$ cat config.mk
export PLATFORM = sky130hd
export DESIGN_NAME = apb_byte_uart
export DESIGN_NICKNAME = d
export VERILOG_FILES = /design/src/rtl/byte_uart_pkg.sv /design/src/rtl/uart_tx_fsm.sv /design/src/rtl/uart_rx_fsm.sv /design/src/rtl/uart_csr.sv /design/src/rtl/apb_byte_uart.sv
export SDC_FILE = /design/constraint.sdc
export NUM_CORES = 1
export LEC_CHECK = 0
export BUFFER_PORTS_ARGS = -buffer_cell sky130_fd_sc_hd__buf_2
export CORE_AREA = 2 2 143 145
export DETAILED_ROUTE_END_ITERATION = 10
export DIE_AREA = 0 0 145 147
export PLACE_DENSITY = 0.66
export SLEW_MARGIN = 25
export SYNTH_ARGS = -nofsm -noshare
export SYNTH_HDL_FRONTEND = slang
export SYNTH_HIERARCHICAL = 1
export SYNTH_SLANG_ARGS = --single-unit
$ cat constraint.sdc
create_clock -name pclk -period 3.45 [get_ports pclk]
set_clock_uncertainty 0.05 [all_clocks]
set_input_delay 0.5175 -clock pclk [delete_from_list [all_inputs] [get_ports pclk]]
set_output_delay 0.5175 -clock pclk [all_outputs]
set_load 0.1 [all_outputs]
$ cat src/rtl/byte_uart_pkg.sv
package byte_uart_pkg;

    typedef enum logic [1:0] {
        TX_IDLE,
        TX_START,
        TX_DATA,
        TX_STOP
    } tx_state_t;

    typedef enum logic [1:0] {
        RX_IDLE,
        RX_START,
        RX_DATA,
        RX_STOP
    } rx_state_t;

    localparam int BUS_AW = 12;
    localparam int BUS_DW = 32;

    // word indices (paddr[11:2]) of the mapped registers
    localparam logic [9:0] W_BYTE  = 10'h000;
    localparam logic [9:0] W_FLAGS = 10'h001;
    localparam logic [9:0] W_CFG   = 10'h002;
    localparam logic [9:0] W_IRQ   = 10'h003;
    localparam logic [9:0] W_DIV   = 10'h004;
    localparam logic [9:0] W_ID0   = 10'h3F4;

    // config bit positions
    localparam int C_TX_EN  = 0;
    localparam int C_RX_EN  = 1;
    localparam int C_TX_IE  = 2;
    localparam int C_RX_IE  = 3;
    localparam int C_TXO_IE = 4;
    localparam int C_RXO_IE = 5;
    localparam int CFG_W    = 7;

endpackage

$ cat src/rtl/uart_tx_fsm.sv
module uart_tx_fsm
    import byte_uart_pkg::*;
#(
    parameter int DIV_W = 20
) (
    input  logic             clk,
    input  logic             rst_n,
    input  logic             go,
    input  logic [7:0]       din,
    input  logic [DIV_W-1:0] div,
    output logic             ser_out,
    output logic             done
);
    localparam logic [DIV_W-1:0] DIV_ONE = 1;

    tx_state_t        state_q, state_d;
    logic [DIV_W-1:0] cnt_q;
    logic [2:0]       idx_q;
    logic [7:0]       sh_q;
    logic             bit_end;

    assign bit_end = (cnt_q == div - DIV_ONE);

    always_comb begin
        state_d = state_q;
        unique case (state_q)
            TX_IDLE:  if (go) state_d = TX_START;
            TX_START: if (bit_end) state_d = TX_DATA;
            TX_DATA:  if (bit_end && idx_q == 3'd7) state_d = TX_STOP;
            TX_STOP:  if (bit_end) state_d = TX_IDLE;
        endcase
    end

    always_ff @(posedge clk or negedge rst_n) begin
        if (!rst_n) begin
            state_q <= TX_IDLE;
            cnt_q   <= '0;
            idx_q   <= '0;
            sh_q    <= '0;
        end else begin
            state_q <= state_d;
            if (state_q == TX_IDLE) begin
                cnt_q <= '0;
                idx_q <= '0;
                if (go) sh_q <= din;
            end else if (bit_end) begin
                cnt_q <= '0;
                if (state_q == TX_DATA) begin
                    sh_q  <= {1'b0, sh_q[7:1]};
                    idx_q <= idx_q + 3'd1;
                end
            end else begin
                cnt_q <= cnt_q + DIV_ONE;
            end
        end
    end

    always_comb begin
        unique case (state_q)
            TX_IDLE:  ser_out = 1'b1;
            TX_START: ser_out = 1'b0;
            TX_DATA:  ser_out = sh_q[0];
            TX_STOP:  ser_out = 1'b1;
        endcase
        done = (state_q == TX_STOP) && bit_end;
    end

endmodule

$ cat src/rtl/uart_rx_fsm.sv
module uart_rx_fsm
    import byte_uart_pkg::*;
#(
    parameter int DIV_W  = 20,
    parameter int SYNC_N = 2
) (
    input  logic             clk,
    input  logic             rst_n,
    input  logic             ser_in,
    input  logic             enable,
    input  logic [DIV_W-1:0] div,
    output logic             valid,
    output logic [7:0]       dout
);
    localparam logic [DIV_W-1:0] DIV_ONE = 1;

    rx_state_t        state_q, state_d;
    logic [SYNC_N:0]  sync_q;
    logic [DIV_W-1:0] cnt_q;
    logic [2:0]       idx_q;
    logic [7:0]       sh_q;
    logic             valid_q;
    logic             line, fall, bit_end, mid;

    assign line    = sync_q[SYNC_N-1];
    assign fall    = sync_q[SYNC_N] & ~line;
    assign bit_end = (cnt_q == div - DIV_ONE);
    assign mid     = (cnt_q == (div >> 1));

    // synchroniser chain plus one delayed copy for edge detection
    always_ff @(posedge clk or negedge rst_n) begin
        if (!rst_n) sync_q <= '1;
        else        sync_q <= {sync_q[SYNC_N-1:0], ser_in};
    end

    always_comb begin
        state_d = state_q;
        unique case (state_q)
            RX_IDLE:  if (fall && enable) state_d = RX_START;
            RX_START: if (mid) state_d = line ? RX_IDLE : RX_DATA;
            RX_DATA:  if (bit_end && idx_q == 3'd7) state_d = RX_STOP;
            RX_STOP:  if (bit_end) state_d = RX_IDLE;
        endcase
    end

    always_ff @(posedge clk or negedge rst_n) begin
        if (!rst_n) begin
            state_q <= RX_IDLE;
            cnt_q   <= '0;
            idx_q   <= '0;
            sh_q    <= '0;
            valid_q <= 1'b0;
        end else begin
            state_q <= state_d;
            valid_q <= (state_q == RX_STOP) && bit_end && line;
            unique case (state_q)
                RX_IDLE: begin
                    cnt_q <= '0;
                    idx_q <= '0;
                end
                RX_START: cnt_q <= mid ? '0 : cnt_q + DIV_ONE;
                RX_DATA: begin
                    if (bit_end) begin
                        cnt_q <= '0;
                        sh_q  <= {line, sh_q[7:1]};
                        idx_q <= idx_q + 3'd1;
                    end else begin
                        cnt_q <= cnt_q + DIV_ONE;
                    end
                end
                RX_STOP: cnt_q <= bit_end ? '0 : cnt_q + DIV_ONE;
            endcase
        end
    end

    always_comb begin
        valid = valid_q;
        dout  = sh_q;
    end

endmodule

$ cat src/rtl/uart_csr.sv
module uart_csr
    import byte_uart_pkg::*;
#(
    parameter int         DIV_W   = 20,
    parameter int         MIN_DIV = 16,
    parameter logic [7:0] ID_SEED = 8'hA0
) (
    input  logic              clk,
    input  logic              rst_n,
    input  logic              psel,
    input  logic              penable,
    input  logic              pwrite,
    input  logic [BUS_AW-1:0] paddr,
    input  logic [BUS_DW-1:0] pwdata,
    output logic [BUS_DW-1:0] prdata,
    input  logic              tx_done,
    input  logic              rx_valid,
    input  logic [7:0]        rx_byte,
    output logic              tx_go,
    output logic [7:0]        tx_byte,
    output logic [DIV_W-1:0]  div,
    output logic              baud_ok,
    output logic [3:0]        irq_vec
);
    logic [CFG_W-1:0] cfg_q;
    logic [DIV_W-1:0] div_q;
    logic [7:0]       tx_hold_q, rx_hold_q;
    logic             tx_full_q, rx_full_q, tx_ovr_q, rx_ovr_q;
    logic             irq_tx_q, irq_rx_q;

    logic [9:0] widx;
    logic       wr, rd, wr_byte, rd_byte, wr_flags, wr_irq, rx_take;
    logic       clr_txo, clr_rxo;
    logic [9:0] id_idx;
    logic       wd_unused;

    assign widx     = paddr[BUS_AW-1:2];
    assign wr       = psel & penable & pwrite;
    assign rd       = psel & penable & ~pwrite;
    assign wr_byte  = wr && widx == W_BYTE;
    assign rd_byte  = rd && widx == W_BYTE;
    assign wr_flags = wr && widx == W_FLAGS;
    assign wr_irq   = wr && widx == W_IRQ;
    assign clr_txo  = (wr_flags | wr_irq) & pwdata[2];
    assign clr_rxo  = (wr_flags | wr_irq) & pwdata[3];
    assign rx_take  = rx_valid & cfg_q[C_RX_EN];
    assign id_idx   = widx - W_ID0;
    assign wd_unused = &{1'b0, pwdata[BUS_DW-1:DIV_W], paddr[1:0]};

    always_ff @(posedge clk or negedge rst_n) begin
        if (!rst_n) begin
            cfg_q     <= '0;
            div_q     <= '0;
            tx_hold_q <= '0;
            rx_hold_q <= '0;
            tx_full_q <= 1'b0;
            rx_full_q <= 1'b0;
            tx_ovr_q  <= 1'b0;
            rx_ovr_q  <= 1'b0;
            irq_tx_q  <= 1'b0;
            irq_rx_q  <= 1'b0;
        end else begin
            if (wr && widx == W_CFG) cfg_q <= pwdata[CFG_W-1:0];
            if (wr && widx == W_DIV) div_q <= pwdata[DIV_W-1:0];
            if (wr_byte) tx_hold_q <= pwdata[7:0];

            if (wr_byte)      tx_full_q <= 1'b1;
            else if (tx_done) tx_full_q <= 1'b0;

            if (wr_byte && tx_full_q && !tx_done) tx_ovr_q <= 1'b1;
            else if (clr_txo)                     tx_ovr_q <= 1'b0;

            if (rx_take) rx_hold_q <= rx_byte;

            if (rx_take)      rx_full_q <= 1'b1;
            else if (rd_byte) rx_full_q <= 1'b0;

            if (rx_take && rx_full_q && !rd_byte) rx_ovr_q <= 1'b1;
            else if (clr_rxo)                     rx_ovr_q <= 1'b0;

            if (tx_done && cfg_q[C_TX_IE])  irq_tx_q <= 1'b1;
            else if (wr_irq && pwdata[0])   irq_tx_q <= 1'b0;

            if (rx_take && cfg_q[C_RX_IE])  irq_rx_q <= 1'b1;
            else if (wr_irq && pwdata[1])   irq_rx_q <= 1'b0;
        end
    end

    always_comb begin
        baud_ok = (div_q >= DIV_W'(MIN_DIV));
        tx_go   = cfg_q[C_TX_EN] & tx_full_q & baud_ok;
        tx_byte = tx_hold_q;
        div     = div_q;
        irq_vec = {rx_ovr_q & cfg_q[C_RXO_IE], tx_ovr_q & cfg_q[C_TXO_IE],
                   irq_rx_q, irq_tx_q};
    end

    always_comb begin
        prdata = '0;
        if (widx >= W_ID0) begin
            prdata[7:0] = ID_SEED + id_idx[7:0];
        end else begin
            case (widx)
                W_BYTE:  prdata[7:0]       = rx_hold_q;
                W_FLAGS: prdata[3:0]       = {rx_ovr_q, tx_ovr_q, rx_full_q, tx_full_q};
                W_CFG:   prdata[CFG_W-1:0] = cfg_q;
                W_IRQ:   prdata[3:0]       = irq_vec;
                W_DIV:   prdata[DIV_W-1:0] = div_q;
                default: prdata            = '0;
            endcase
        end
    end

endmodule

$ cat src/rtl/apb_byte_uart.sv
module apb_byte_uart
    import byte_uart_pkg::*;
#(
    parameter int         DIV_W   = 20,
    parameter int         MIN_DIV = 16,
    parameter logic [7:0] ID_SEED = 8'hA0
) (
    input  logic              pclk,
    input  logic              presetn,
    input  logic              psel,
    input  logic              penable,
    input  logic              pwrite,
    input  logic [BUS_AW-1:0] paddr,
    input  logic [BUS_DW-1:0] pwdata,
    output logic [BUS_DW-1:0] prdata,
    output logic              pready,
    output logic              ser_out,
    input  logic              ser_in,
    output logic              irq_tx,
    output logic              irq_rx,
    output logic              irq_tx_ovr,
    output logic              irq_rx_ovr,
    output logic              irq_any
);
    logic             tx_go, tx_done, rx_valid, baud_ok;
    logic [7:0]       tx_byte, rx_byte;
    logic [DIV_W-1:0] div;
    logic [3:0]       irq_vec;

    uart_csr #(.DIV_W(DIV_W), .MIN_DIV(MIN_DIV), .ID_SEED(ID_SEED)) u_csr (
        .clk(pclk), .rst_n(presetn),
        .psel(psel), .penable(penable), .pwrite(pwrite),
        .paddr(paddr), .pwdata(pwdata), .prdata(prdata),
        .tx_done(tx_done), .rx_valid(rx_valid), .rx_byte(rx_byte),
        .tx_go(tx_go), .tx_byte(tx_byte), .div(div),
        .baud_ok(baud_ok), .irq_vec(irq_vec)
    );

    uart_tx_fsm #(.DIV_W(DIV_W)) u_tx (
        .clk(pclk), .rst_n(presetn), .go(tx_go), .din(tx_byte),
        .div(div), .ser_out(ser_out), .done(tx_done)
    );

    uart_rx_fsm #(.DIV_W(DIV_W), .SYNC_N(2)) u_rx (
        .clk(pclk), .rst_n(presetn), .ser_in(ser_in), .enable(baud_ok),
        .div(div), .valid(rx_valid), .dout(rx_byte)
    );

    always_comb begin
        pready     = 1'b1;
        irq_tx     = irq_vec[0];
        irq_rx     = irq_vec[1];
        irq_tx_ovr = irq_vec[2];
        irq_rx_ovr = irq_vec[3];
        irq_any    = |irq_vec;
    end

endmodule

**Word level (Yosys, flattened, before mapping)**

Index checks and enable logic that the tools add are counted.

- Bitwise operators: 14
- Reduce and logical (&&, ||, !) cells: 43
- $add $sub $neg: 7
- $lt $le $gt $ge: 2
- Equal/unequal tests: 24
- Mux-type cells: 44

Operators with widths:

| kind | number |
|---|---|
| two-way mux 20 bit | 4 |
| one-hot mux 20 bit (3 select lines) | 1 |
| adder 20 x 1 -> 20 bit, second input constant | 2 |
| equality test 20 bit | 2 |
| two-way mux 8 bit | 5 |
| two-way mux 12 bit | 2 |
| equality test 10 x 2 -> 1 bit, second input constant | 2 |
| equality test 20 x 19 -> 1 bit | 1 |
| greater-or-equal comparator 20 x 5 -> 1 bit, second input constant | 1 |
| logical AND 1 bit | 20 |
| one-hot mux 4 bit (5 select lines) | 1 |
| subtractor 20 x 1 -> 20 bit, second input constant | 1 |
| two-way mux 2 bit | 9 |
| nonzero test 2 bit | 9 |
| inequality test 2 x 1 -> 1 bit, second input constant | 8 |
| one-hot mux 2 bit (4 select lines) | 2 |
| two-way mux 1 bit | 12 |
| two-way mux 3 bit | 4 |
| AND 1 bit | 11 |
| equality test 10 x 1 -> 1 bit, second input constant | 1 |
| equality test 10 x 3 -> 1 bit, second input constant | 1 |
| greater-or-equal comparator 10 bit, second input constant | 1 |
| zero test 10 bit | 1 |
| one-hot mux 3 bit (3 select lines) | 1 |
| other kinds (19) | 32 |

- Flip-flop bits (word level): 119
- Output and inout bits: 39
- Word-level logic and storage cells: 154

**Logic depth before layout (Yosys ltp)**

Gate-level depths: netlist (run 1).

- Word-level depth: 7
- Gate-level depth with buffers: 12

**By module**

Netlist (run 1), hierarchy kept.

Modules (own cells, without submodules):

| module | times used | sequential area each (sq um) | cells each | area an instance (sq um) |
|---|---|---|---|---|
| uart_rx_fsm | 1 | 929.6 | 290 | 2697.6 |
| uart_csr | 1 | 1226.2 | 219 | 2603.7 |
| uart_tx_fsm | 1 | 825.8 | 285 | 2488.6 |
| apb_byte_uart | 1 | 0.0 | 3 | 18.8 |

**Worst setup path after synthesis (run 1)**

OpenSTA, ideal clock, no wires.

- Kind: input port to output port
- Start: input paddr[7]
- End: output prdata[7]
- Stages on the path: 3
- Path buffers: 1
- Arrival time: 4.779 ns
- Path slack: -1.896 ns
- Cells stage by stage: or4_4 > buf_4 > o311ai_0

- Word-level cells in the longest chain between the ends: 3
- Elaborated cells between the ends (all ways): 7

Ends and longest elaborated chain:

| what | line | source |
|---|---|---|
| start, declared | apb_byte_uart.sv:13 | `input logic [BUS_AW-1:0] paddr,` |
| subtractor 8 bit (tied with other cells) | uart_csr.sv:47 | `assign id_idx = widx - W_ID0;` |
| adder 8 bit or one-hot mux 1 bit (2 select lines) (tied branches) | uart_csr.sv:101, uart_csr.sv:103 |  |
| two-way mux 8 bit * | uart_csr.sv:100 | `if (widx >= W_ID0) begin` |
| end, declared | apb_byte_uart.sv:15 | `output logic [BUS_DW-1:0] prdata,` |

Mark *: on every way between the ends. The rest lies on a longest branch, timed or not.

**Final worst setup path (run 1)**

- Start: register u_csr.div_q[0], in the netlist u_csr/div[0]
- End: register u_tx.state_q[1]

- Word-level cells in the longest chain between the ends: 5
- Elaborated cells between the ends (all ways): 10

Ends and longest elaborated chain:

| what | line | source |
|---|---|---|
| start, declared | uart_csr.sv:26 | `logic [DIV_W-1:0] div_q;` |
| start signal, assigned | uart_csr.sv:64 | `if (wr && widx == W_DIV) div_q <= pwdata[DIV_W-1:0];` |
| subtractor 20 x 1 -> 20 bit | uart_tx_fsm.sv:22 | `assign bit_end = (cnt_q == div - DIV_ONE);` |
| equality test 20 bit | uart_tx_fsm.sv:22 |  |
| logical AND 1 bit | uart_tx_fsm.sv:29 | `TX_DATA: if (bit_end && idx_q == 3'd7) state_d = TX_STOP;` |
| inequality test 2 x 1 -> 1 bit (no source line) | -- |  |
| AND reduction 4 bit (no source line) * | -- |  |
| end signal, assigned | uart_tx_fsm.sv:41 | `state_q <= state_d;` |
| end, declared | uart_tx_fsm.sv:16 | `tx_state_t state_q, state_d;` |

Marks and branches as above.
A chain may end at the register's enable or synchronous reset.

==> impl_metrics.env, run 1 <==
export IMPL_drc=0
export IMPL_drive_gt1_share_pct=26.3
export IMPL_cpPeakStageDelay_ns=0.56
export IMPL_syn_area_um2=7810
export IMPL_cts_sinks=119
export IMPL_overflow=0
export IMPL_stdcell_area_um2=9370
export IMPL_cts_htree_levels=4
export IMPL_fillers=1853
export IMPL_critPathTopFamily="simple AND/OR/NAND/NOR gates"
export IMPL_drv_cap=0
export IMPL_grt_use_total_pct=18.7
export IMPL_grt_pass1_wl_um=31800
export IMPL_initial_core_util_pct=39.4
export IMPL_dieArea_um2=21300
export IMPL_die_w_um=145
export IMPL_grt_max_degree=52
export IMPL_tightest_slew_ns=0.913
export IMPL_path_buf_inv=1
export IMPL_finalSetupViolations=0
export IMPL_cts_hold_buffers=0
export IMPL_yosysWarnings=6
export IMPL_fin_crit_sh_pct=95.7
export IMPL_peakVddDrop_mv=0.339
export IMPL_tns_ns=0
export IMPL_drt_pre_antenna_iters=5
export IMPL_clockBufferDepth=2
export IMPL_place_area_um2=8620
export IMPL_p_per_area_nw_per_um2=462
export IMPL_vias_per_cell=5.53
export IMPL_hold_viol=0
export IMPL_grt_pass1_vias=6082
export IMPL_dp_hpwl_um=14100
export IMPL_cp_start_kind="flip-flop"
export IMPL_arrival_ns=3.56
export IMPL_required_ns=3.71
export IMPL_antenna_found_initial=0
export IMPL_clkTransAtPathRegs_ns=0.06
export IMPL_wl_um=19500
export IMPL_route_antenna_remaining_nets=0
export IMPL_max_freq_ghz=0.303
export IMPL_slew_viol_final=0
export IMPL_cts_tree="built"
export IMPL_slew_headroom_pct=39.0
export IMPL_cts_buffers=17
export IMPL_core_um2=19800
export IMPL_crit_type="flip-flop to flip-flop"
export IMPL_vias=6409
export IMPL_hold_path_class="input pin to asynchronous set/reset pin"
export IMPL_layout_nets=943
export IMPL_finalCriticalPeriod_ns=3.30
export IMPL_core_rowCount=52
export IMPL_synth_edf_count=0
export IMPL_syn_instance_count=797
export IMPL_dr_first_iter_drc_count=524
export IMPL_crit_path_end_kind="flip-flop"
export IMPL_path_cells="inv_1 -> ha_2 -> or4b_4 -> or3_1 -> a2111oi_2 -> o2111ai_1 -> or4_4 -> o31ai_4 -> mux2_1"
export IMPL_io_pins=89
export IMPL_synthToLayoutAreaGrowth_pct=20.0
export IMPL_clockRootBuffer="clkbuf_16"
export IMPL_n_antenna_cell=0
export IMPL_avgSynthCellArea_um2=9.80
export IMPL_synth_ff_latch_count=119
export IMPL_routedWlPerCell_um=16.8
export IMPL_synthDistinctLibCells=84
export IMPL_synth_ff_type="dfrtp_1"
export IMPL_worstSkewPairLatency_ns=0.42
export IMPL_die_h_um=147
export IMPL_crit_fanout=4
export IMPL_outcome="finished, final reports clean"
export IMPL_seq_area_frac_synth_pct=38.2
export IMPL_synthArstFlopShare_pct=100
export IMPL_p_leak_uw=0.00438
export IMPL_gp_congestion=0.842
export IMPL_port_buffers=61
export IMPL_slowest_stage="or4_4"
## sequential cells by signal, indices dropped and copies added (netlist names), 2 cells and up, named ones only
register and count:
u_rx/sync_q 3, u_rx/cnt_q 20, u_rx/dout 8, u_tx/idx_q 3, u_csr/cfg_q 7, u_csr/tx_byte 8
u_csr/div 20, u_tx/sh_q 8, u_rx/idx_q 3, u_csr/rx_hold_q 8, u_tx/cnt_q 20, u_tx/state_q 2
## metrics by stage
step | setup slack [ns] | cells | hold slack, ns | utilization (%) | power, uW
4_1_cts | 0.00568 | 1158 | 0.0996 | 46.9 | 4350
3_5_place_dp | 0.00591 | 1126 | 0.299 | 43.4 | 2260
3_3_place_gp | 0.0648 | 1126 | 0.301 | 43.4 | 2250
6_report | 0.149 | 1160 | 0.0783 | 47.2 | 4330
2_1_floorplan | -0.217 | 808 | 0.172 | - | 2050
5_1_grt | -0.00203 | 1160 | 0.129 | 47.2 | 4500
## worst register-to-register path, stage by stage (launching register included)
cell,delay [ns]
dfrtp_2,0.39
inv_1,0.06
ha_2,0.16
or4b_4,0.46
or3_1,0.38
a2111oi_2,0.33
o2111ai_1,0.20
or4_4,0.56
o31ai_4,0.25
mux2_1,0.34
## power breakdown
group	internal, uW	leakage [uW]	switching, uW	total [uW]
logic	228	0.00242	510	737
clock network	1400	0.000336	679	2080
registers	1440	0.00162	66.5	1510
## metal layers
layer | track usage, % | share of wire, % | vias up
met1 | 24.8 | 47 | 3178
met5 | 0 | 0 | -
met2 | 30.8 | 48 | 160
met4 | 7.23 | 2.0 | 0
met3 | 3.04 | 3.4 | 32
li1 | - | - | 3039
## synthesized netlist by cell type, drive strengths merged, types with 14 or more instances
cell type | number | area, um2
xnor2 | 50 | 438
xor2 | 54 | 473
a22oi | 16 | 120
buf | 24 | 165
inv | 19 | 71.3
nor2 | 58 | 233
nand2 | 42 | 158
o21ai | 26 | 130
a21oi | 27 | 135
nand4 | 27 | 184
mux2 | 57 | 642
nor3 | 14 | 81.3
ha | 16 | 200
nand3 | 34 | 180
and2 | 22 | 140
clkbuf | 30 | 114
dfrtp | 116 | 2900
nor4 | 16 | 151
## area by class of cell
cell class | count | area [um2] | area share (%)
Inverter | 19 | 71.3 | 0.761
Multi-Input combinational cell | 616 | 4580 | 48.9
Timing Repair Buffer | 104 | 698 | 7.45
Tap cell | 270 | 338 | 3.61
Clock inverter | 13 | 243 | 2.59
Clock buffer | 19 | 453 | 4.83
Sequential cell | 119 | 2980 | 31.9
## cells by family after synthesis
kind of cell | count (synthesis) | synth area share [%]
buffers and inverters | 73 | 4.49
AO/OA/AOI/OAI | 140 | 12.9
multiplexers | 62 | 8.86
adder cells (fa/ha/maj) | 16 | 2.56
XOR/XNOR | 104 | 11.7
flip-flops | 119 | 38.2
other | 2 | 0.0962
AND/OR/NAND/NOR | 281 | 21.2
## placed cells by master, fill, tap and decap left out, types with 6 or more instances in the layout
| cell type | count |
|---|---|
| dfrtp_1 | 114 |
| buf_2 | 58 |
| nor2_1 | 56 |
| mux2_2 | 54 |
| xor2_1 | 54 |
| xnor2_1 | 50 |
| nand2_1 | 42 |
| buf_4 | 41 |
| nand3_1 | 32 |
| a21oi_1 | 27 |
| nand4_1 | 26 |
| o21ai_0 | 23 |
| and2_1 | 21 |
| inv_1 | 19 |
| clkbuf_16 | 17 |
| a22oi_1 | 16 |
| ha_1 | 15 |
| conb_1 | 13 |
| nor3_1 | 13 |
| nor2b_1 | 11 |
| nor4_1 | 11 |
| and3_1 | 11 |
| a31oi_1 | 8 |
| nand2b_1 | 7 |
| or4_1 | 6 |
| bufinv_16 | 6 |
| o211ai_1 | 6 |
## path summary, 6_finish.rpt
path / startpoint / to / slack (ns) / depth (start not counted)
max in group asynchronous: presetn / u_csr/tx_full_q / 2.48 / 2
worst min register to register: u_rx/sync_q[0] / u_rx/sync_q[1] / 0.31 / 0
worst min-delay path: presetn / u_csr/tx_byte[4] / 0.08 / 1
worst max-delay path: u_csr/div[0] / u_tx/state_q[1] / 0.15 / 9
worst max register to register: u_csr/div[0] / u_tx/state_q[1] / 0.15 / 9
min in group pclk: ser_in / u_rx/sync_q[0] / 0.15 / 1
## repair_timing
item                                    CTS  global route
setup buffers                             0             2
endpoints found under the setup margin    0             6
gates resized for setup                   0             7
Note: power is estimated with default switching activity, not from simulation.
==> run 2: changes to the inputs <==
--- a/config.mk
+++ b/config.mk
@@ -10,7 +10,7 @@
 export DETAILED_ROUTE_END_ITERATION = 10
 export DIE_AREA = 0 0 145 147
 export PLACE_DENSITY = 0.66
-export SLEW_MARGIN = 25
+export SLEW_MARGIN = 10
 export SYNTH_ARGS = -nofsm -noshare
 export SYNTH_HDL_FRONTEND = slang
 export SYNTH_HIERARCHICAL = 1
==> constraint.sdc (replaced) <==
create_clock -name pclk -period 3.45 [get_ports pclk]
set_clock_uncertainty 0.05 [all_clocks]
set_input_delay 0.5175 -clock pclk [delete_from_list [all_inputs] [get_ports pclk]]
set_output_delay 0.5175 -clock pclk [all_outputs]
set_load 0.02 [all_outputs]
==> run 2 against run 1 <==
Against the previous run: critical path depth stayed put; die area unchanged; sequential power barely moved; critical path type unchanged; highest routed layer unchanged; utilization shrank 1.1 points; sequential share of layout area grew 0.75 points.
==> impl_metrics.env, run 2 (synthesis gave the netlist of run 1 again) <==
export IMPL_grt_use_total_pct=18.8
export IMPL_crit_type="flip-flop to flip-flop"
export IMPL_hold_viol=0
export IMPL_final_util_pct=46.1
export IMPL_max_freq_ghz=0.296
export IMPL_finalSetupViolations=0
export IMPL_grt_max_degree=54
export IMPL_critPathTopFamily="simple AND/OR/NAND/NOR gates"
export IMPL_overflow=0
export IMPL_die_h_um=147
export IMPL_core_rowCount=52
export IMPL_swShare_pct=30.3
export IMPL_grt_pass1_wl_um=32100
export IMPL_slew_viol_final=0
export IMPL_n_antenna_cell=0
export IMPL_arrival_ns=3.64
export IMPL_p_int_uw=2610
export IMPL_fin_crit_sh_pct=98.0
export IMPL_cts_buffers=17
export IMPL_drv_cap=0
export IMPL_finalCriticalPeriod_ns=3.38
export IMPL_crit_fanout=4
export IMPL_vias=6361
export IMPL_grt_pass1_vias=6084
export IMPL_port_buffers=61
export IMPL_drive_gt1_share_pct=25.7
export IMPL_cts_sinks=119
export IMPL_vias_per_cell=5.49
export IMPL_layout_common_cells="dfrtp_1, buf_2, nor2_1"
export IMPL_dieArea_um2=21300
export IMPL_synthToLayoutAreaGrowth_pct=17.2
export IMPL_io_pins=89
export IMPL_drc=0
export IMPL_hold_path_class="input pin to asynchronous set/reset pin"
export IMPL_seq_power_share_pct=40.3
export IMPL_slew_headroom_pct=42.6
export IMPL_worstSkewPairLatency_ns=0.43
export IMPL_power_frac_comb_pct=16.6
export IMPL_routedWlPerCell_um=16.9
export IMPL_slowest_stage="or4_4"
export IMPL_peakVddDrop_mv=0.324
export IMPL_gp_congestion=0.868
export IMPL_p_leak_uw=0.00426
export IMPL_clkTransAtPathRegs_ns=0.06
export IMPL_tns_ns=0
export IMPL_antenna_found_initial=0
export IMPL_path_buf_inv=1
export IMPL_cts_htree_levels=4
export IMPL_core_um2=19800
export IMPL_outcome="finished, final reports clean"
export IMPL_wl_um=19600
export IMPL_power_frac_clock_pct=43.1
export IMPL_cts_tree="built"
export IMPL_post_cts_buffers=0
export IMPL_dp_hpwl_um=14000
export IMPL_crit_path_end_kind="flip-flop"
export IMPL_path_cells="inv_1 -> ha_2 -> or4b_4 -> or3_1 -> a2111oi_4 -> o2111ai_2 -> or4_4 -> o31ai_4 -> mux2_1"
export IMPL_initial_core_util_pct=39.4
export IMPL_clockRootBuffer="clkbuf_16"
export IMPL_tightest_slew_ns=0.859
export IMPL_p_per_area_nw_per_um2=409
export IMPL_drt_pre_antenna_iters=4
export IMPL_p_sw_uw=1140
export IMPL_required_ns=3.71
export IMPL_die_w_um=145
export IMPL_rsz0062_at_grt="yes"
export IMPL_clockBufferDepth=2
export IMPL_layout_nets=941
export IMPL_cpPeakStageDelay_ns=0.56
export IMPL_cp_start_kind="flip-flop"
export IMPL_final_common_cell="dfrtp_1"
export IMPL_route_antenna_remaining_nets=0
export IMPL_dr_first_iter_drc_count=531
export IMPL_worst_hold_slack_ns=0.0841
run 2: worst paths after layout:
kind / startpoint / end / slack, ns / cells past startpoint
min in group pclk: ser_in / u_rx/sync_q[0] / 0.15 / 1
worst min-delay path: presetn / u_tx/sh_q[2] / 0.08 / 1
worst max-delay path: u_csr/div[0] / u_tx/state_q[1] / 0.07 / 9
worst max register to register: u_csr/div[0] / u_tx/state_q[1] / 0.07 / 9
max in group asynchronous: presetn / u_rx/cnt_q[6] / 2.45 / 2
worst min register to register: u_rx/sync_q[0] / u_rx/sync_q[1] / 0.31 / 0
run 2: metal layers:
metal | up-vias | part of all wire (%) | GRT usage, %
met4 | 0 | 2.0 | 7.67
li1 | 3024 | - | -
met5 | - | 0 | 0
met2 | 142 | 48 | 29.5
met1 | 3170 | 47 | 25.8
met3 | 25 | 3.6 | 3.20
run 2: area by class of cell:
cell class | count | area (um2)
clock buffers | 19 | 443
clock inverters | 13 | 98.8
fillers | 1891 | 10700
inverters | 19 | 71.3
multi-input cells | 616 | 4560
flip-flops and latches | 119 | 2980
well taps | 270 | 338
repair buffers | 102 | 653
run 2: power by group through the flow:
stage,Clock [uW],Combinational (uW),Sequential (uW)
floorplan,0,417,1500
global placement,0,590,1530
detailed placement,0,596,1530
CTS,1640,602,1510
global route,1700,683,1520
finish,1610,623,1510
run 2: timing repair:
item                       4_1_cts  5_1_grt
resized for setup                1        5
hold buffers                     0        0
setup endpoints to repair        1        6
pin swaps                        0        2
hold endpoints to repair         0        0
run 2: stage by stage:
| step | area (um2) | worst slack, ns | std cells | total power, uW |
|---|---|---|---|---|
| after global routing | 9150 | -0.0692 | 1158 | 3900 |
| after CTS | 9110 | 0.0490 | 1158 | 3750 |
| after global placement | 8570 | 0.0614 | 1126 | 2120 |
| after floorplan | 7860 | 0.0169 | 808 | 1920 |
| final | 9150 | 0.0694 | 1158 | 3740 |
| after detailed placement | 8570 | -0.00802 | 1126 | 2130 |
==> run 3: changes to the inputs <==
--- a/config.mk
+++ b/config.mk
@@ -6,10 +6,12 @@
 export NUM_CORES = 1
 export LEC_CHECK = 0
 export BUFFER_PORTS_ARGS = -buffer_cell sky130_fd_sc_hd__buf_2
+export CELL_PAD_IN_SITES_DETAIL_PLACEMENT = 0
+export CELL_PAD_IN_SITES_GLOBAL_PLACEMENT = 1
 export CORE_AREA = 2 2 143 145
 export DETAILED_ROUTE_END_ITERATION = 10
 export DIE_AREA = 0 0 145 147
-export PLACE_DENSITY = 0.66
+export PLACE_DENSITY = 0.8
 export SLEW_MARGIN = 10
 export SYNTH_ARGS = -nofsm -noshare
 export SYNTH_HDL_FRONTEND = slang
==> run 3 against run 2 <==
Against the previous run: register-to-register slack hardly changed; clock power is 2% higher; sequential share of layout area hardly changed; sequential power hardly changed; largest cell class unchanged.
==> impl_metrics.env, run 3 (synthesis gave the netlist of run 1 again) <==
export IMPL_layout_common_cells="dfrtp_1, buf_2, nor2_1"
export IMPL_cts_tree="built"
export IMPL_dr_first_iter_drc_count=456
export IMPL_grt_pass1_vias=6116
export IMPL_overflow=0
export IMPL_initial_core_util_pct=39.4
export IMPL_register_area_um2=2980
export IMPL_layout_nets=942
export IMPL_core_rowCount=52
export IMPL_max_freq_ghz=0.297
export IMPL_cts_sinks=119
export IMPL_vias=6269
export IMPL_antenna_found_initial=0
export IMPL_slowest_stage="or4_4"
export IMPL_slew_headroom_pct=40.9
export IMPL_tightest_slew_ns=0.884
export IMPL_slew_viol_final=0
export IMPL_wl_um=19600
export IMPL_multi_input_area_um2=4550
export IMPL_crit_fanout=4
export IMPL_instances_no_fill=1159
export IMPL_gp_congestion=0.854
export IMPL_tns_ns=0
export IMPL_place_area_um2=8560
export IMPL_vias_per_cell=5.41
export IMPL_port_buffers=61
export IMPL_fin_crit_sh_pct=97.7
export IMPL_clockRootBuffer="clkbuf_16"
export IMPL_drc=0
export IMPL_worstSkewPairLatency_ns=0.43
export IMPL_p_leak_uw=0.00428
export IMPL_p_per_area_nw_per_um2=412
export IMPL_crit_type="flip-flop to flip-flop"
export IMPL_core_um2=19800
export IMPL_grt_use_total_pct=18.8
export IMPL_dp_hpwl_um=14200
export IMPL_final_util_pct=46.1
export IMPL_cpPeakStageDelay_ns=0.57
export IMPL_fillers=1890
export IMPL_io_pins=89
export IMPL_outcome="finished, final reports clean"
export IMPL_required_ns=3.71
export IMPL_crit_path_end_kind="flip-flop"
export IMPL_dp_cells=1126
export IMPL_peakVddDrop_mv=0.342
export IMPL_n_antenna_cell=0
export IMPL_rsz0062_at_grt="no"
export IMPL_drv_cap=0
export IMPL_hold_viol=0
export IMPL_route_antenna_remaining_nets=0
export IMPL_cp_start_kind="flip-flop"
export IMPL_grt_pass1_wl_um=32100
export IMPL_drt_pre_antenna_iters=5
export IMPL_routedWlPerCell_um=16.9
export IMPL_clkTransAtPathRegs_ns=0.07
export IMPL_finalCriticalPeriod_ns=3.37
export IMPL_synthToLayoutAreaGrowth_pct=17.1
export IMPL_cts_hold_buffers=0
export IMPL_clockBufferDepth=2
export IMPL_path_cells="inv_1 -> ha_2 -> or4b_4 -> or3_1 -> a2111oi_4 -> o2111ai_1 -> or4_4 -> o31ai_4 -> mux2_1"
export IMPL_finalSetupViolations=0
export IMPL_final_common_cell="dfrtp_1"
export IMPL_grt_max_degree=79
export IMPL_die_h_um=147
export IMPL_drive_gt1_share_pct=25.6
export IMPL_cts_buffers=17
export IMPL_dieArea_um2=21300
export IMPL_cts_htree_levels=4
export IMPL_die_w_um=145
export IMPL_total_power_uw=3770
export IMPL_arrival_ns=3.63
export IMPL_hold_path_class="input pin to asynchronous set/reset pin"
export IMPL_stdcell_area_um2=9150
==> run 3: routing by layer <==
metal	GRT usage [%]	share of wire, %	routed length, um
met1	25.1	47	9150
met2	30.9	49	9520
met3	3.07	2.9	559
met4	6.98	1.9	364
met5	0	0	0
==> run 3: area by class of cell <==
class	instances	area share, %
Multi-Input combinational cell	616	49.8
Clock inverter	14	1.23
Sequential cell	119	32.6
Inverter	19	0.780
Timing Repair Buffer	103	7.09
Tap cell	270	3.69
Clock buffer	18	4.80
==> run 3: final timing paths <==
path                            slack (ns)      startpoint  depth (start not counted)         endpoint
worst max register to register        0.08    u_csr/div[0]                          9  u_tx/state_q[1]
max in group asynchronous             2.49         presetn                          2   u_rx/sync_q[1]
min in group pclk                     0.14          ser_in                          1   u_rx/sync_q[0]
worst min register to register        0.31  u_rx/sync_q[0]                          0   u_rx/sync_q[1]
worst min-delay path                  0.03         presetn                          1     u_tx/sh_q[2]
worst max-delay path                  0.08    u_csr/div[0]                          9  u_tx/state_q[1]
==> run 3: through the flow <==
stage	hold slack (ns)	setup slack, ns
3_5_place_dp	0.297	0.0197
2_1_floorplan	0.172	0.0169
5_1_grt	0.0709	0.0133
6_report	0.0256	0.0796
4_1_cts	0.0414	0.0189
3_3_place_gp	0.298	0.0645
==> run 3: repair_timing <==
action                                  4_1_cts  5_1_grt
endpoints found under the hold margin         0        0
gates resized for setup                       0        4
buffers inserted                              0        1
endpoints found under the setup margin        0       11
==> run 3: worst max-delay path, delay by kind of cell, from the launching register on <==
family	cells	cell delay, ns
buffers and inverters	1	0.06
multiplexers	1	0.34
flip-flops	1	0.40
adder cells (fa/ha/maj)	1	0.16
AND/OR/NAND/NOR	3	1.44
AO/OA/AOI/OAI	3	0.82
==> run 3: where the power goes <==
part,total [uW],switching [uW],internal (uW)
registers,1510,65.0,1440
clock network,1650,703,951
logic,606,385,221
